**config.mk**
```make
export PLATFORM = sky130hd
export DESIGN_NAME = sram_ctl
export DESIGN_NICKNAME = d
export VERILOG_FILES = /design/src/rtl/sram_ctl_pkg.sv /design/src/rtl/sram_ctl_fsm.sv /design/src/rtl/sram_ctl_datapath.sv /design/src/rtl/sram_ctl_pins.sv /design/src/rtl/sram_ctl.sv
export SDC_FILE = /design/constraint.sdc
export NUM_CORES = 1
export LEC_CHECK = 0
export BUFFER_PORTS_ARGS = -buffer_cell sky130_fd_sc_hd__buf_2
export CAP_MARGIN = 25
export CORE_UTILIZATION = 29
export DETAILED_ROUTE_END_ITERATION = 7
export GPL_ROUTABILITY_DRIVEN = 0
export HOLD_SLACK_MARGIN = 0.03
export MAX_ROUTING_LAYER = met4
export PLACE_DENSITY = 0.53
export SLEW_MARGIN = 20
export SYNTH_ARGS = -nofsm -noshare
export SYNTH_HDL_FRONTEND = slang
export SYNTH_HIERARCHICAL = 1
export SYNTH_SLANG_ARGS = --single-unit
```
**constraint.sdc**
```tcl
create_clock -name clk -period 1.65 [get_ports clk]
set_input_delay 0.33 -clock clk [delete_from_list [all_inputs] [get_ports clk]]
set_output_delay 0.33 -clock clk [all_outputs]
set_load 0.01 [all_outputs]
```
**src/rtl/sram_ctl_pkg.sv**
```systemverilog
package sram_ctl_pkg;

  typedef enum logic [2:0] {
    ST_IDLE     = 3'd0,
    ST_RD_ACC   = 3'd1,
    ST_RD_DONE  = 3'd2,
    ST_WR_SETUP = 3'd3,
    ST_WR_PULSE = 3'd4,
    ST_WR_RECOV = 3'd5,
    ST_TURN     = 3'd6
  } ctl_state_e;

  // cycles needed to cover a time in ns, rounded up
  function automatic int ns_to_cyc(input int t_ns, input int clk_ns);
    return (t_ns + clk_ns - 1) / clk_ns;
  endfunction

  function automatic int imax(input int a, input int b);
    return (a > b) ? a : b;
  endfunction

endpackage

```
**src/rtl/sram_ctl_fsm.sv**
```systemverilog
module sram_ctl_fsm
  import sram_ctl_pkg::*;
#(
  parameter int RD_CYC    = 2,
  parameter int SETUP_CYC = 1,
  parameter int PULSE_CYC = 1,
  parameter int REC_CYC   = 1,
  parameter int CNT_W     = 1
) (
  input  logic       clk,
  input  logic       rst_n,
  input  logic       req_fire,
  input  logic       req_write,
  output ctl_state_e state,
  output logic       phase_last,
  output logic       req_ready,
  output logic       rsp_valid
);

  logic [CNT_W-1:0] cnt;
  logic             prev_rd;

  assign phase_last = (cnt == '0);
  assign req_ready  = (state == ST_IDLE);
  assign rsp_valid  = (state == ST_RD_DONE) ||
                      ((state == ST_WR_RECOV) && phase_last);

  always_ff @(posedge clk or negedge rst_n) begin
    if (!rst_n) begin
      state   <= ST_IDLE;
      cnt     <= '0;
      prev_rd <= 1'b0;
    end else begin
      case (state)
        ST_IDLE: begin
          if (req_fire) begin
            if (!req_write) begin
              state   <= ST_RD_ACC;
              cnt     <= CNT_W'(RD_CYC - 1);
              prev_rd <= 1'b1;
            end else if (prev_rd) begin
              state <= ST_TURN;
              cnt   <= '0;
            end else begin
              state <= ST_WR_SETUP;
              cnt   <= CNT_W'(SETUP_CYC - 1);
            end
          end
        end
        ST_RD_ACC: begin
          if (phase_last) state <= ST_RD_DONE;
          else            cnt   <= cnt - 1'b1;
        end
        ST_RD_DONE: state <= ST_IDLE;
        ST_TURN: begin
          state   <= ST_WR_SETUP;
          cnt     <= CNT_W'(SETUP_CYC - 1);
          prev_rd <= 1'b0;
        end
        ST_WR_SETUP: begin
          if (phase_last) begin
            state <= ST_WR_PULSE;
            cnt   <= CNT_W'(PULSE_CYC - 1);
          end else cnt <= cnt - 1'b1;
        end
        ST_WR_PULSE: begin
          if (phase_last) begin
            state <= ST_WR_RECOV;
            cnt   <= CNT_W'(REC_CYC - 1);
          end else cnt <= cnt - 1'b1;
        end
        ST_WR_RECOV: begin
          if (phase_last) state <= ST_IDLE;
          else            cnt   <= cnt - 1'b1;
        end
        default: state <= ST_IDLE;
      endcase
    end
  end

  AST_DONE_SINGLE: assert property (@(posedge clk) disable iff (!rst_n)
    rsp_valid |=> !rsp_valid);
  AST_READY_AFTER_DONE: assert property (@(posedge clk) disable iff (!rst_n)
    rsp_valid |=> req_ready);
  AST_BUSY_AFTER_FIRE: assert property (@(posedge clk) disable iff (!rst_n)
    req_fire |=> !req_ready);

endmodule

```
**src/rtl/sram_ctl_datapath.sv**
```systemverilog
module sram_ctl_datapath #(
  parameter int ADDR_W = 16,
  parameter int DATA_W = 16,
  parameter int LANES  = 2
) (
  input  logic              clk,
  input  logic              rst_n,
  input  logic              req_fire,
  input  logic              req_ready,
  input  logic [ADDR_W-1:0] req_addr,
  input  logic [DATA_W-1:0] req_wdata,
  input  logic [LANES-1:0]  req_mask,
  input  logic              capture,
  input  logic [DATA_W-1:0] mem_dq_in,
  output logic [ADDR_W-1:0] addr_q,
  output logic [DATA_W-1:0] wdata_q,
  output logic [LANES-1:0]  mask_q,
  output logic [DATA_W-1:0] rsp_rdata
);

  localparam int LANE_W = DATA_W / LANES;

  always_ff @(posedge clk or negedge rst_n) begin
    if (!rst_n) begin
      addr_q  <= '0;
      wdata_q <= '0;
      mask_q  <= '0;
    end else if (req_fire) begin
      addr_q  <= req_addr;
      wdata_q <= req_wdata;
      mask_q  <= req_mask;
    end
  end

  for (genvar i = 0; i < LANES; i++) begin : g_lane
    always_ff @(posedge clk or negedge rst_n) begin
      if (!rst_n)
        rsp_rdata[i*LANE_W +: LANE_W] <= '0;
      else if (capture)
        rsp_rdata[i*LANE_W +: LANE_W] <= mask_q[i] ? mem_dq_in[i*LANE_W +: LANE_W]
                                                   : '0;
    end

    AST_MASKED_LANE_ZERO: assert property (@(posedge clk) disable iff (!rst_n)
      (capture && !mask_q[i]) |=> (rsp_rdata[i*LANE_W +: LANE_W] == '0));
  end

  AST_REQ_HELD: assert property (@(posedge clk) disable iff (!rst_n)
    (!req_ready && $past(!req_ready)) |-> $stable(addr_q) && $stable(mask_q));

endmodule

```
**src/rtl/sram_ctl_pins.sv**
```systemverilog
module sram_ctl_pins
  import sram_ctl_pkg::*;
#(
  parameter int LANES     = 2,
  parameter int RD_CYC    = 2,
  parameter int PULSE_CYC = 1,
  parameter int RUN_W     = 4
) (
  input  logic             clk,
  input  logic             rst_n,
  input  ctl_state_e       state,
  input  logic [LANES-1:0] mask_q,
  output logic             mem_cs_n,
  output logic             mem_oe_n,
  output logic             mem_we_n,
  output logic [LANES-1:0] mem_be_n,
  output logic             mem_dq_oe
);

  logic active;

  assign active    = (state == ST_RD_ACC) || (state == ST_WR_SETUP) ||
                     (state == ST_WR_PULSE);
  assign mem_cs_n  = !active;
  assign mem_oe_n  = (state != ST_RD_ACC);
  assign mem_we_n  = (state != ST_WR_PULSE);
  assign mem_dq_oe = (state == ST_WR_PULSE);

  for (genvar i = 0; i < LANES; i++) begin : g_be
    assign mem_be_n[i] = !(active && mask_q[i]);

    AST_LANE_MASKED: assert property (@(posedge clk) disable iff (!rst_n)
      !mem_be_n[i] |-> mask_q[i]);
  end

  // low-run counters used only by the timing checks below
  logic [RUN_W-1:0] oe_run, we_run;

  always_ff @(posedge clk or negedge rst_n) begin
    if (!rst_n) begin
      oe_run <= '0;
      we_run <= '0;
    end else begin
      oe_run <= mem_oe_n ? '0 : ((oe_run == '1) ? oe_run : oe_run + 1'b1);
      we_run <= mem_we_n ? '0 : ((we_run == '1) ? we_run : we_run + 1'b1);
    end
  end

  AST_NO_OE_WE_OVERLAP: assert property (@(posedge clk) disable iff (!rst_n)
    !(!mem_oe_n && !mem_we_n));
  AST_DRIVE_ONLY_WE_LOW: assert property (@(posedge clk) disable iff (!rst_n)
    mem_dq_oe |-> (!mem_we_n && mem_oe_n));
  AST_WE_UNDER_CS: assert property (@(posedge clk) disable iff (!rst_n)
    !mem_we_n |-> !mem_cs_n);
  AST_WE_PULSE_LEN: assert property (@(posedge clk) disable iff (!rst_n)
    $rose(mem_we_n) |-> (we_run == RUN_W'(PULSE_CYC)));
  AST_OE_ACCESS_LEN: assert property (@(posedge clk) disable iff (!rst_n)
    $rose(mem_oe_n) |-> (oe_run == RUN_W'(RD_CYC)));

endmodule

```
**src/rtl/sram_ctl.sv**
```systemverilog
module sram_ctl
  import sram_ctl_pkg::*;
#(
  parameter int ADDR_W  = 16,
  parameter int DATA_W  = 16,
  parameter int LANES   = 2,
  parameter int CLK_NS  = 10,
  parameter int T_AA_NS = 15,
  parameter int T_RC_NS = 15,
  parameter int T_OE_NS = 8,
  parameter int T_BE_NS = 8,
  parameter int T_WC_NS = 15,
  parameter int T_WP_NS = 10,
  parameter int T_DW_NS = 8,
  parameter int T_AW_NS = 10
) (
  input  logic              clk,
  input  logic              rst_n,
  input  logic              req_valid,
  output logic              req_ready,
  input  logic              req_write,
  input  logic [ADDR_W-1:0] req_addr,
  input  logic [DATA_W-1:0] req_wdata,
  input  logic [LANES-1:0]  req_mask,
  output logic              rsp_valid,
  output logic [DATA_W-1:0] rsp_rdata,
  output logic [ADDR_W-1:0] mem_addr,
  output logic              mem_cs_n,
  output logic              mem_oe_n,
  output logic              mem_we_n,
  output logic [LANES-1:0]  mem_be_n,
  output logic [DATA_W-1:0] mem_dq_out,
  output logic              mem_dq_oe,
  input  logic [DATA_W-1:0] mem_dq_in
);

  localparam int RD_CYC    = imax(1, imax(ns_to_cyc(T_AA_NS, CLK_NS),
                                  imax(ns_to_cyc(T_RC_NS, CLK_NS),
                                  imax(ns_to_cyc(T_OE_NS, CLK_NS),
                                       ns_to_cyc(T_BE_NS, CLK_NS)))));
  localparam int PULSE_CYC = imax(1, imax(ns_to_cyc(T_WP_NS, CLK_NS),
                                          ns_to_cyc(T_DW_NS, CLK_NS)));
  localparam int SETUP_CYC = imax(1, ns_to_cyc(T_AW_NS, CLK_NS) - PULSE_CYC);
  localparam int REC_CYC   = imax(1, ns_to_cyc(T_WC_NS, CLK_NS) - SETUP_CYC - PULSE_CYC);
  localparam int MAX_CYC   = imax(RD_CYC, imax(PULSE_CYC, imax(SETUP_CYC, REC_CYC)));
  localparam int CNT_W     = imax(1, $clog2(MAX_CYC));
  localparam int RUN_W     = $clog2(MAX_CYC + 2) + 1;

  ctl_state_e        state;
  logic              phase_last;
  logic              req_fire;
  logic              capture;
  logic [LANES-1:0]  mask_q;

  assign req_fire = req_valid && req_ready;
  assign capture  = (state == ST_RD_ACC) && phase_last;

  sram_ctl_fsm #(
    .RD_CYC(RD_CYC), .SETUP_CYC(SETUP_CYC), .PULSE_CYC(PULSE_CYC),
    .REC_CYC(REC_CYC), .CNT_W(CNT_W)
  ) u_fsm (
    .clk(clk), .rst_n(rst_n), .req_fire(req_fire), .req_write(req_write),
    .state(state), .phase_last(phase_last), .req_ready(req_ready),
    .rsp_valid(rsp_valid)
  );

  sram_ctl_datapath #(
    .ADDR_W(ADDR_W), .DATA_W(DATA_W), .LANES(LANES)
  ) u_dp (
    .clk(clk), .rst_n(rst_n), .req_fire(req_fire), .req_ready(req_ready),
    .req_addr(req_addr), .req_wdata(req_wdata), .req_mask(req_mask),
    .capture(capture), .mem_dq_in(mem_dq_in), .addr_q(mem_addr),
    .wdata_q(mem_dq_out), .mask_q(mask_q), .rsp_rdata(rsp_rdata)
  );

  sram_ctl_pins #(
    .LANES(LANES), .RD_CYC(RD_CYC), .PULSE_CYC(PULSE_CYC), .RUN_W(RUN_W)
  ) u_pins (
    .clk(clk), .rst_n(rst_n), .state(state), .mask_q(mask_q),
    .mem_cs_n(mem_cs_n), .mem_oe_n(mem_oe_n), .mem_we_n(mem_we_n),
    .mem_be_n(mem_be_n), .mem_dq_oe(mem_dq_oe)
  );

  AST_ADDR_STABLE_IN_OP: assert property (@(posedge clk) disable iff (!rst_n)
    (!mem_cs_n && $past(!mem_cs_n)) |-> $stable(mem_addr));

endmodule

```
==> results of run 1 <==
==> worst register-to-register path, stage by stage (launching register included) <==
cell and delay (ns):
dfrtp_1 0.40, buf_4 0.15, nor3_4 0.17, and2_4 0.25, buf_16 0.19, mux2_4 0.32
==> worst paths after layout <==
kind                                                       to  slack, ns                  startpoint
worst max-delay path                                 mem_we_n      -0.02  u_fsm/state[0]$_DFFE_PN0P_
worst min-delay path              u_dp/addr_q[15]$_DFFE_PN0P_       0.25                req_addr[15]
worst max register to register     u_dp/addr_q[1]$_DFFE_PN0P_       0.08  u_fsm/state[2]$_DFFE_PN0P_
worst min register to register     u_dp/addr_q[3]$_DFFE_PN0P_       0.51  u_dp/addr_q[3]$_DFFE_PN0P_
max in group asynchronous       u_dp/rsp_rdata[8]$_DFFE_PN0P_       0.86                       rst_n
min in group asynchronous          u_dp/addr_q[7]$_DFFE_PN0P_       0.55                       rst_n
==> registers in the layout (all words and copies together), names as in the netlist <==
signal / count
u_fsm/state: 3
u_fsm/prev_rd: 1
u_dp/addr_q: 16
u_dp/mask_q: 2
u_dp/rsp_rdata: 16
u_fsm/cnt: 1
u_dp/wdata_q: 16
==> through the flow <==
stage | instance area, µm² | cells | worst slack [ns]
6_report | 3350 | 413 | -0.0224
5_1_grt | 3350 | 413 | -0.112
4_1_cts | 3290 | 410 | -0.0531
3_5_place_dp | 3130 | 397 | 0.166
3_3_place_gp | 3130 | 397 | 0.191
2_1_floorplan | 2480 | 187 | 0.00285
==> synth_stat cells, types with 2 or more instances <==
cell type,number
buf_12,3
buf_2,2
buf_6,3
clkbuf_1,3
dfrtp_1,55
inv_1,20
mux2_2,4
mux2_4,30
nand2_1,4
nand3_1,18
nor2b_1,2
o21ai_0,20
o22ai_1,2
o31ai_1,2
==> area by class of cell <==
| type | count | area [µm²] |
|---|---|---|
| Clock buffer | 7 | 86.3 |
| Clock inverter | 1 | 8.76 |
| Fill cell | 788 | 4860 |
| Inverter | 20 | 75.1 |
| Multi-Input combinational cell | 100 | 916 |
| Sequential cell | 55 | 1380 |
| Tap cell | 105 | 131 |
| Timing Repair Buffer | 125 | 758 |
==> power by group through the flow <==
stage	Sequential, mW	Clock [mW]	Combinational [mW]
2_1_floorplan	2.70	0	1.80
3_3_place_gp	2.50	0	2.96
3_5_place_dp	2.49	0	3.03
4_1_cts	2.47	0.819	3.11
5_1_grt	2.57	0.861	3.53
6_report	2.46	0.769	3.21
==> metal layers <==
metal / up-vias / wire [µm]
met5: - / 0
met4: 0 / 46
met3: 4 / 373
met2: 66 / 2410
met1: 868 / 2420
li1: 877 / -
==> cell families (layout without fill, tap and decap cells) <==
family / count (synthesis) / after routing / synth area share
AO/OA/AOI/OAI: 31 / 31 / 0.0755
flip-flops: 55 / 55 / 0.558
AND/OR/NAND/NOR: 35 / 35 / 0.0862
multiplexers: 34 / 34 / 0.201
buffers and inverters: 32 / 153 / 0.0801
==> repair_timing <==
action | CTS | global route
resized for setup | 6 | 5
hold endpoints to repair | 45 | 0
cloned | 0 | 2
hold buffers | 1 | 0
pin swaps | 1 | 2
setup buffers | 4 | 1
setup endpoints to repair | 7 | 38
==> impl_metrics.py, run 1 <==
metrics = {
    "outcome": {
        "status": "complete, but fails checks",
        "violations": "negative setup slack",
    },
    "clock_tree": {
        "cts_tree": "done",
        "clock_path_buffers": 2,
        "clkLatencyLatePin_ns": 0.30,
        "htree_levels": 2,
        "clkTransAtPathRegs_ns": 0.09,
        "cts_sinks": 55,
        "cts-buffers-inserted": 5,
        "cts.root.buffer_cell": "clkbuf_8",
    },
    "logic_synthesis": {
        "syn-mean-instance-area_um2": 13.2,
        "async_flop_share": 1.00,
        "synth.largest_area_cell": "dfrtp_1",
        "synth_edf_count": 0,
        "synthCells": 187,
        "synth_cell_types": 33,
        "ys.flop_type": "dfrtp_1",
        "ys_ff_latch": 55,
        "ys_seq_area_frac": 0.558,
        "ys_top_cells_by_area": "dfrtp_1, mux2_4, o21ai_0",
        "syn-num-nets": 241,
        "yosysWarnings": 6,
        "syn_area_um2": 2470,
        "synth_top_area_frac": 0.558,
    },
    "layout": {
        "diodes": 0,
        "final_common_cell": "buf_2",
        "final_cell_mix": "buf_2, dfrtp_1, mux2_4",
        "area_growth_pct": 35.8,
        "nets": 361,
        "drive_gt1_frac": 0.568,
        "final_core_util": 0.408,
    },
    "power_and_ir_drop": {
        "p_per_area_nw_per_um2": 1920,
        "p_switching_mw": 2.29,
        "power_frac_comb": 0.499,
        "peakVddDrop_v": 0.000622,
        "internal-power_mw": 4.15,
        "pwr-share-seq": 0.382,
        "netSwitchingFraction": 0.355,
        "power_mw": 6.44,
        "clkPwrFrac": 0.119,
        "p_leak_nw": 1.67,
    },
    "floorplanning": {
        "die-area_um2": 8890,
        "start_util": 0.300,
        "row_count": 33,
        "pin_count": 110,
        "die_x_um": 94.3,
        "dieHeight_um": 94.3,
        "core-area_um2": 8220,
    },
    "timing": {
        "rsz0062_at_grt": "yes",
        "setup_viol": 4,
        "hold_violations": 0,
        "timing.final.ws_setup_ns": -0.0224,
        "fin_crit_sh": 1.01,
        "setup_tns_ns": -0.0451,
        "holdWs_ns": 0.252,
        "max_freq_ghz": 0.598,
        "finalMaxSlewViolations": 0,
        "skew_ns": 0.0107,
        "slew_headroom": 0.726,
        "worst-slew-pin-transition_ns": 0.412,
        "fin_crit_ns": 1.67,
    },
    "global_route": {
        "met2_usage": 0.194,
        "grt_max_degree": 56,
        "use_met3": 0.0332,
        "antenna_found_initial": 0,
        "grt_use_met1": 0.150,
        "grt_pass1_vias": 1702,
        "grt_pass1_wl_um": 8110,
        "grt_overflow_total": 0,
        "grt_busiest_layer": "met2",
        "grt_usage": 0.122,
    },
    "worst_setup_path": {
        "worstSetupEndpointType": "output pin",
        "worst_path_dominant_cell_family": "buffers and inverters",
        "ff2ff_path_depth": 5,
        "crit_cells": 5,
        "cp_common_cell": "buf_6",
        "timing_worst_setup_path_type": "reg -> out",
        "cp_max_fo": 4,
        "critPathBufInv": 4,
        "crit_chain": "buf_6 -> nor3b_4 -> buf_4 -> inv_2 -> buf_6",
        "cpPeakStageDelay_ns": 0.42,
        "start_kind": "register",
        "crit_slowest_cell": "dfrtp_1",
        "cp.arrival_ns": 1.34,
        "critPathRequiredTime_ns": 1.32,
    },
    "route": {
        "dr.pass1.iters": 4,
        "wl_um": 5250,
        "wl_per_cell_um": 12.7,
        "via_per_inst": 4.39,
        "ant_nets": 0,
        "initialDrtViolationCount": 56,
        "drcViolationCount": 0,
        "via_count": 1815,
    },
    "place": {
        "numPortBuffers": 109,
        "dp_hpwl_um": 3500,
    },
    "worst_hold_path": {
        "hold_class": "in -> reg",
        "hold_depth": 2,
    },
    "flow_run": {
        "maxCapViolCount": 0,
    },
}
No activity file was read; power rests on OpenSTA's default activity.
==> run 2: changes to the inputs <==
CORE_MARGIN = 5   (was unset)
CORE_UTILIZATION = 40   (was 29)
PLACE_DENSITY = 0.69   (was 0.53)
==> run 2 against run 1 <==
Clock-buffer cell count unchanged. Via count grew 1.9%. Sequential share of layout area down 1.2 points. Combinational power rose by 11%. The run still ends with negative setup slack left. Critical path depth fell by 1. Largest power group unchanged. Fmax increased by 0.79%. Highest routed layer unchanged. Setup slack gained 0.013 ns. Die area shrank 12%. Register-to-register slack worse by 0.08 ns.
==> impl_metrics.py, run 2 (synthesis gave the netlist of run 1 again) <==
metrics = {
    "power_and_ir_drop": {
        "power_mw": 6.76,
        "p_leak_nw": 1.74,
        "peakVddDrop_v": 0.000923,
        "p_per_area_nw_per_um2": 1960,
    },
    "place": {
        "place_inst": 367,
        "numPortBuffers": 109,
        "dp_hpwl_um": 4150,
        "pre_cts_slack_ns": 0.120,
        "placed_area_um2": 3120,
    },
    "timing": {
        "hold_violations": 0,
        "timing.final.ws_setup_ns": -0.00935,
        "slew_headroom": 0.721,
        "skew_ns": 0.00681,
        "max_freq_ghz": 0.603,
        "fin_crit_ns": 1.66,
        "finalMaxSlewViolations": 0,
        "worst-slew-pin-transition_ns": 0.419,
        "setup_viol": 2,
        "fin_crit_sh": 1.01,
        "rsz0062_at_grt": "yes",
    },
    "layout": {
        "final_core_util": 0.580,
        "final_common_cell": "buf_2",
        "area_growth_pct": 39.9,
        "fin_cells": 391,
        "final_cell_mix": "buf_2, dfrtp_1, mux2_4",
        "diodes": 0,
        "drive_gt1_frac": 0.579,
        "design_area_um2": 3450,
        "reg_top3": "u_dp/addr_q: 16 flops, u_dp/rsp_rdata: 16 flops, u_dp/wdata_q: 16 flops",
        "nets": 369,
    },
    "worst_setup_path": {
        "start_kind": "register",
        "critPathBufInv": 2,
        "cpPeakStageDelay_ns": 0.42,
        "timing_worst_setup_path_type": "reg -> out",
        "crit_chain": "buf_6 -> nor3b_4 -> o21ai_1 -> buf_2",
        "reg2reg_to": "u_dp/addr_q[11]$_DFFE_PN0P_",
        "cp_max_fo": 5,
        "cp.arrival_ns": 1.33,
        "ff2ff_setup_slack_ns": 0,
        "crit_slowest_cell": "dfrtp_1",
        "ff2ff_path_depth": 6,
        "critPathRequiredTime_ns": 1.32,
        "worst_path_dominant_cell_family": "flip-flops",
        "worstReg2RegStart": "u_fsm/state[0]$_DFFE_PN0P_",
        "worstSetupEndpointType": "output pin",
    },
    "outcome": {
        "violations": "negative setup slack",
        "status": "complete, but fails checks",
    },
    "route": {
        "drcViolationCount": 0,
        "via_per_inst": 4.73,
        "initialDrtViolationCount": 58,
        "wl_per_cell_um": 15.2,
        "via_count": 1850,
        "wl_um": 5960,
        "ant_nets": 0,
        "dr.pass1.iters": 4,
    },
    "global_route": {
        "grt_pass1_vias": 1819,
        "grt_pass1_wl_um": 8820,
        "grt_overflow_total": 0,
        "use_met3": 0.0400,
        "grt_max_degree": 40,
        "grt_usage": 0.151,
        "grt_busiest_layer": "met2",
        "grt_use_met1": 0.186,
        "met2_usage": 0.248,
        "antenna_found_initial": 0,
    },
    "worst_hold_path": {
        "hold_class": "in -> reg",
        "hold_end": "u_dp/wdata_q[3]$_DFFE_PN0P_",
        "hold_path_startpoint": "req_wdata[3]",
        "hold_depth": 2,
    },
    "floorplanning": {
        "die_x_um": 88.6,
        "dieHeight_um": 88.6,
        "start_util": 0.414,
        "die-area_um2": 7840,
        "row_count": 28,
        "core-area_um2": 5960,
        "pin_count": 110,
    },
    "clock_tree": {
        "cts_sinks": 55,
        "cts.root.buffer_cell": "clkbuf_8",
        "clkTransAtPathRegs_ns": 0.10,
        "htree_levels": 2,
        "cts-buffers-inserted": 5,
        "clkLatencyLatePin_ns": 0.30,
        "cts_tree": "done",
        "clock_path_buffers": 2,
    },
    "flow_run": {
        "maxCapViolCount": 0,
    },
}
run 2: cell count changes in the layout (fill, tap and decap cells not counted):
| cell | delta |
|---|---|
| buf_4 | +2 |
| buf_16 | -1 |
| nor2b_2 | +1 |
| clkbuf_16 | +3 |
| buf_6 | -2 |
| buf_12 | +5 |
| nor2b_4 | -1 |
| buf_2 | +1 |
run 2: worst max path at each step:
| stage | startpoint | endpoint | cells past startpoint |
|---|---|---|---|
| detailed placement | u_fsm/state[2]$_DFFE_PN0P_ | u_fsm/state[1]$_DFFE_PN0P_ | 5 |
| floorplan | u_fsm/state[2]$_DFFE_PN0P_ | u_dp/addr_q[0]$_DFFE_PN0P_ | 6 |
| global placement | u_fsm/state[2]$_DFFE_PN0P_ | u_fsm/state[1]$_DFFE_PN0P_ | 5 |
| CTS | u_fsm/state[0]$_DFFE_PN0P_ | mem_be_n[0] | 4 |
| global route | u_fsm/state[0]$_DFFE_PN0P_ | mem_be_n[0] | 4 |
| finish | u_fsm/state[0]$_DFFE_PN0P_ | mem_be_n[0] | 4 |
run 2: layout make-up:
cell class                      count  area (µm²)
Clock buffer                        7        86.3
Clock inverter                      1        8.76
Fill cell                         504        2500
Inverter                           20        75.1
Multi-Input combinational cell    100         911
Sequential cell                    55        1380
Tap cell                           75        93.8
Timing Repair Buffer              133         903
run 2: per-stage QoR:
| step | hold slack (ns) | setup TNS [ns] |
|---|---|---|
| 6_report | 0.253 | -0.0155 |
| 5_1_grt | 0.239 | -1.49 |
| 4_1_cts | 0.244 | -0.0527 |
| 3_5_place_dp | 0.286 | 0 |
| 3_3_place_gp | 0.280 | 0 |
| 2_1_floorplan | 0.0344 | 0 |
run 2: worst reg2reg max path: cells and delay by family, from the launching register on:
kind | cells | cell delay [ns]
flops | 1 | 0.42
buf+inv | 3 | 0.42
simple gates | 2 | 0.40
mux | 1 | 0.30
run 2: report_power, final:
| part | switching (mW) | total [mW] | internal [mW] |
|---|---|---|---|
| sequential | 0.422 | 2.45 | 2.03 |
| combinational | 1.55 | 3.55 | 2.00 |
| clock | 0.418 | 0.763 | 0.345 |
run 2: timing repair:
| action | CTS | global route |
|---|---|---|
| pin swaps | 3 | 4 |
| setup buffers | 8 | 3 |
| hold endpoints to repair | 16 | 0 |
| hold buffers | 1 | 0 |
| endpoints found under the setup margin | 7 | 40 |
| gates resized for setup | 6 | 2 |
| cloned | 0 | 4 |
run 2: routing by layer:
| metal | up-vias | wire length (µm) |
|---|---|---|
| met5 | - | 0 |
| met4 | 0 | 29 |
| met3 | 2 | 554 |
| met2 | 75 | 2910 |
| met1 | 882 | 2460 |
| li1 | 891 | - |
==> run 3: changes to the inputs <==
PLACE_DENSITY = 0.73   (was 0.69)
==> run 3 against run 2 <==
The run now ends clean. Final cell count shrank 0.51%. Sequential power about the same. Non-clock buffer count is 2 lower. Wire length up 0.42%. Worst hold slack better by 0.0043 ns. Global-route usage barely moved. Sequential share of layout area rose by 1.1 points. Setup slack gained 0.017 ns. Critical path depth unchanged. Final area is 2.6% lower. Clock-buffer cell count shrank 1. Combinational power is 2% lower. Highest routed layer unchanged.
==> impl_metrics.py, run 3 (synthesis gave the netlist of run 1 again) <==
metrics = {
    "timing": {
        "setup_viol": 0,
        "max_freq_ghz": 0.609,
        "timing.final.ws_setup_ns": 0.00758,
        "slew_headroom": 0.756,
        "fin_crit_ns": 1.64,
        "rsz0062_at_grt": "yes",
        "worst-slew-pin-transition_ns": 0.366,
        "hold_violations": 0,
        "skew_ns": 0.00697,
        "fin_crit_sh": 0.995,
        "finalMaxSlewViolations": 0,
    },
    "worst_hold_path": {
        "hold_path_startpoint": "req_wdata[15]",
        "hold_depth": 2,
        "hold_class": "in -> reg",
        "hold_end": "u_dp/wdata_q[15]$_DFFE_PN0P_",
    },
    "outcome": {
        "status": "completed",
    },
    "worst_setup_path": {
        "cp.arrival_ns": 1.31,
        "timing_worst_setup_path_type": "reg -> out",
        "crit_start": "u_fsm/state[2]$_DFFE_PN0P_",
        "ff2ff_setup_slack_ns": 0.02,
        "start_kind": "register",
        "worstSetupEndpointType": "output pin",
        "reg2reg_to": "u_dp/addr_q[10]$_DFFE_PN0P_",
        "ff2ff_path_depth": 5,
        "worstReg2RegStart": "u_fsm/state[2]$_DFFE_PN0P_",
        "critPathRequiredTime_ns": 1.32,
        "cp_max_fo": 10,
    },
    "power_and_ir_drop": {
        "p_leak_nw": 1.70,
        "clkPwrFrac": 0.106,
        "internal-power_mw": 4.22,
        "peakVddDrop_v": 0.000805,
        "power_mw": 6.61,
        "p_switching_mw": 2.39,
        "power_frac_comb": 0.525,
        "pwr-share-seq": 0.369,
        "netSwitchingFraction": 0.362,
        "p_per_area_nw_per_um2": 1970,
    },
    "route": {
        "ant_nets": 0,
        "via_per_inst": 4.81,
        "via_count": 1871,
        "wl_um": 5990,
        "wl_per_cell_um": 15.4,
        "drcViolationCount": 0,
        "dr.pass1.iters": 4,
        "initialDrtViolationCount": 50,
    },
    "layout": {
        "reg_top3": "u_dp/addr_q: 16 flops, u_dp/rsp_rdata: 16 flops, u_dp/wdata_q: 16 flops",
        "area_growth_pct": 36.2,
        "diodes": 0,
        "final_core_util": 0.565,
        "nFillCells": 541,
        "final_cell_mix": "buf_2, dfrtp_1, mux2_4",
        "nets": 367,
        "final_common_cell": "buf_2",
        "drive_gt1_frac": 0.580,
    },
    "flow_run": {
        "maxCapViolCount": 0,
    },
    "clock_tree": {
        "clkLatencyLatePin_ns": 0.30,
        "cts_tree": "done",
        "clkTransAtPathRegs_ns": 0.09,
        "cts_sinks": 55,
        "htree_levels": 2,
        "clock_path_buffers": 2,
        "cts-buffers-inserted": 5,
        "cts.root.buffer_cell": "clkbuf_8",
    },
    "place": {
        "numPortBuffers": 109,
        "dp_hpwl_um": 4250,
        "pre_cts_slack_ns": 0.136,
    },
    "global_route": {
        "antenna_found_initial": 0,
        "grt_max_degree": 56,
        "grt_pass1_vias": 1847,
        "grt_overflow_total": 0,
        "grt_pass1_wl_um": 8850,
        "grt_usage": 0.151,
    },
    "floorplanning": {
        "row_count": 28,
        "start_util": 0.414,
        "core-area_um2": 5960,
        "die-area_um2": 7840,
        "dieHeight_um": 88.6,
        "die_x_um": 88.6,
        "pin_count": 110,
    },
}
==> run 3: worst max-delay path, stage by stage (launching register included) <==
cell and delay, ns:
dfrtp_1 0.40, buf_6 0.14, and2b_4 0.26, o21ai_1 0.06, buf_2 0.15
==> run 3: power by group through the flow <==
stage	Sequential (mW)	Clock [mW]	Combinational, mW
after floorplan	2.70	0	1.80
after global placement	2.44	0	3.07
after detailed placement	2.47	0	3.15
after CTS	2.44	0.739	3.27
after global routing	2.53	0.789	3.77
final	2.44	0.704	3.47
==> run 3: through the flow <==
| step | TNS (ns) | std cells | hold WS, ns | cell area (µm²) |
|---|---|---|---|---|
| 5_1_grt | -1.49 | 389 | 0.240 | 3360 |
| 6_report | 0 | 389 | 0.257 | 3360 |
| 3_3_place_gp | 0 | 367 | 0.350 | 3110 |
| 3_5_place_dp | 0 | 367 | 0.356 | 3110 |
| 4_1_cts | -0.0269 | 380 | 0.247 | 3250 |
| 2_1_floorplan | 0 | 187 | 0.0344 | 2480 |
==> run 3: area by class of cell <==
cell class	instances	area, µm²	share of cell area
inverter	20	75.1	0.0223
tap	75	93.8	0.0279
timing repair buffer	131	818	0.243
clock buffer	6	72.6	0.0216
clock inverter	2	12.5	0.00372
multi-input combinational	100	915	0.272
sequential	55	1380	0.409
==> run 3: repair_timing <==
item,CTS,global route
gates cloned,0,2
endpoints found under the setup margin,7,35
hold endpoints to repair,53,0
pin swaps,3,3
hold buffers,1,0
resized for setup,5,7
setup buffers,4,7
==> run 3: worst max path at each step <==
stage               slack (ns)                          end
floorplan                0.003   u_dp/addr_q[0]$_DFFE_PN0P_
global placement          0.19  u_dp/addr_q[15]$_DFFE_PN0P_
detailed placement        0.14  u_dp/addr_q[15]$_DFFE_PN0P_
CTS                      -0.01                  mem_be_n[1]
global route             -0.11   u_fsm/state[1]$_DFFE_PN0P_
finish                   0.008                  mem_be_n[1]
==> run 3: metal layers <==
layer,up-vias,share of wire,track usage
li1,885,-,-
met1,900,0.42,0.187
met2,80,0.48,0.247
met3,6,0.094,0.0438
met4,0,0.0069,0.0316
met5,-,0,-
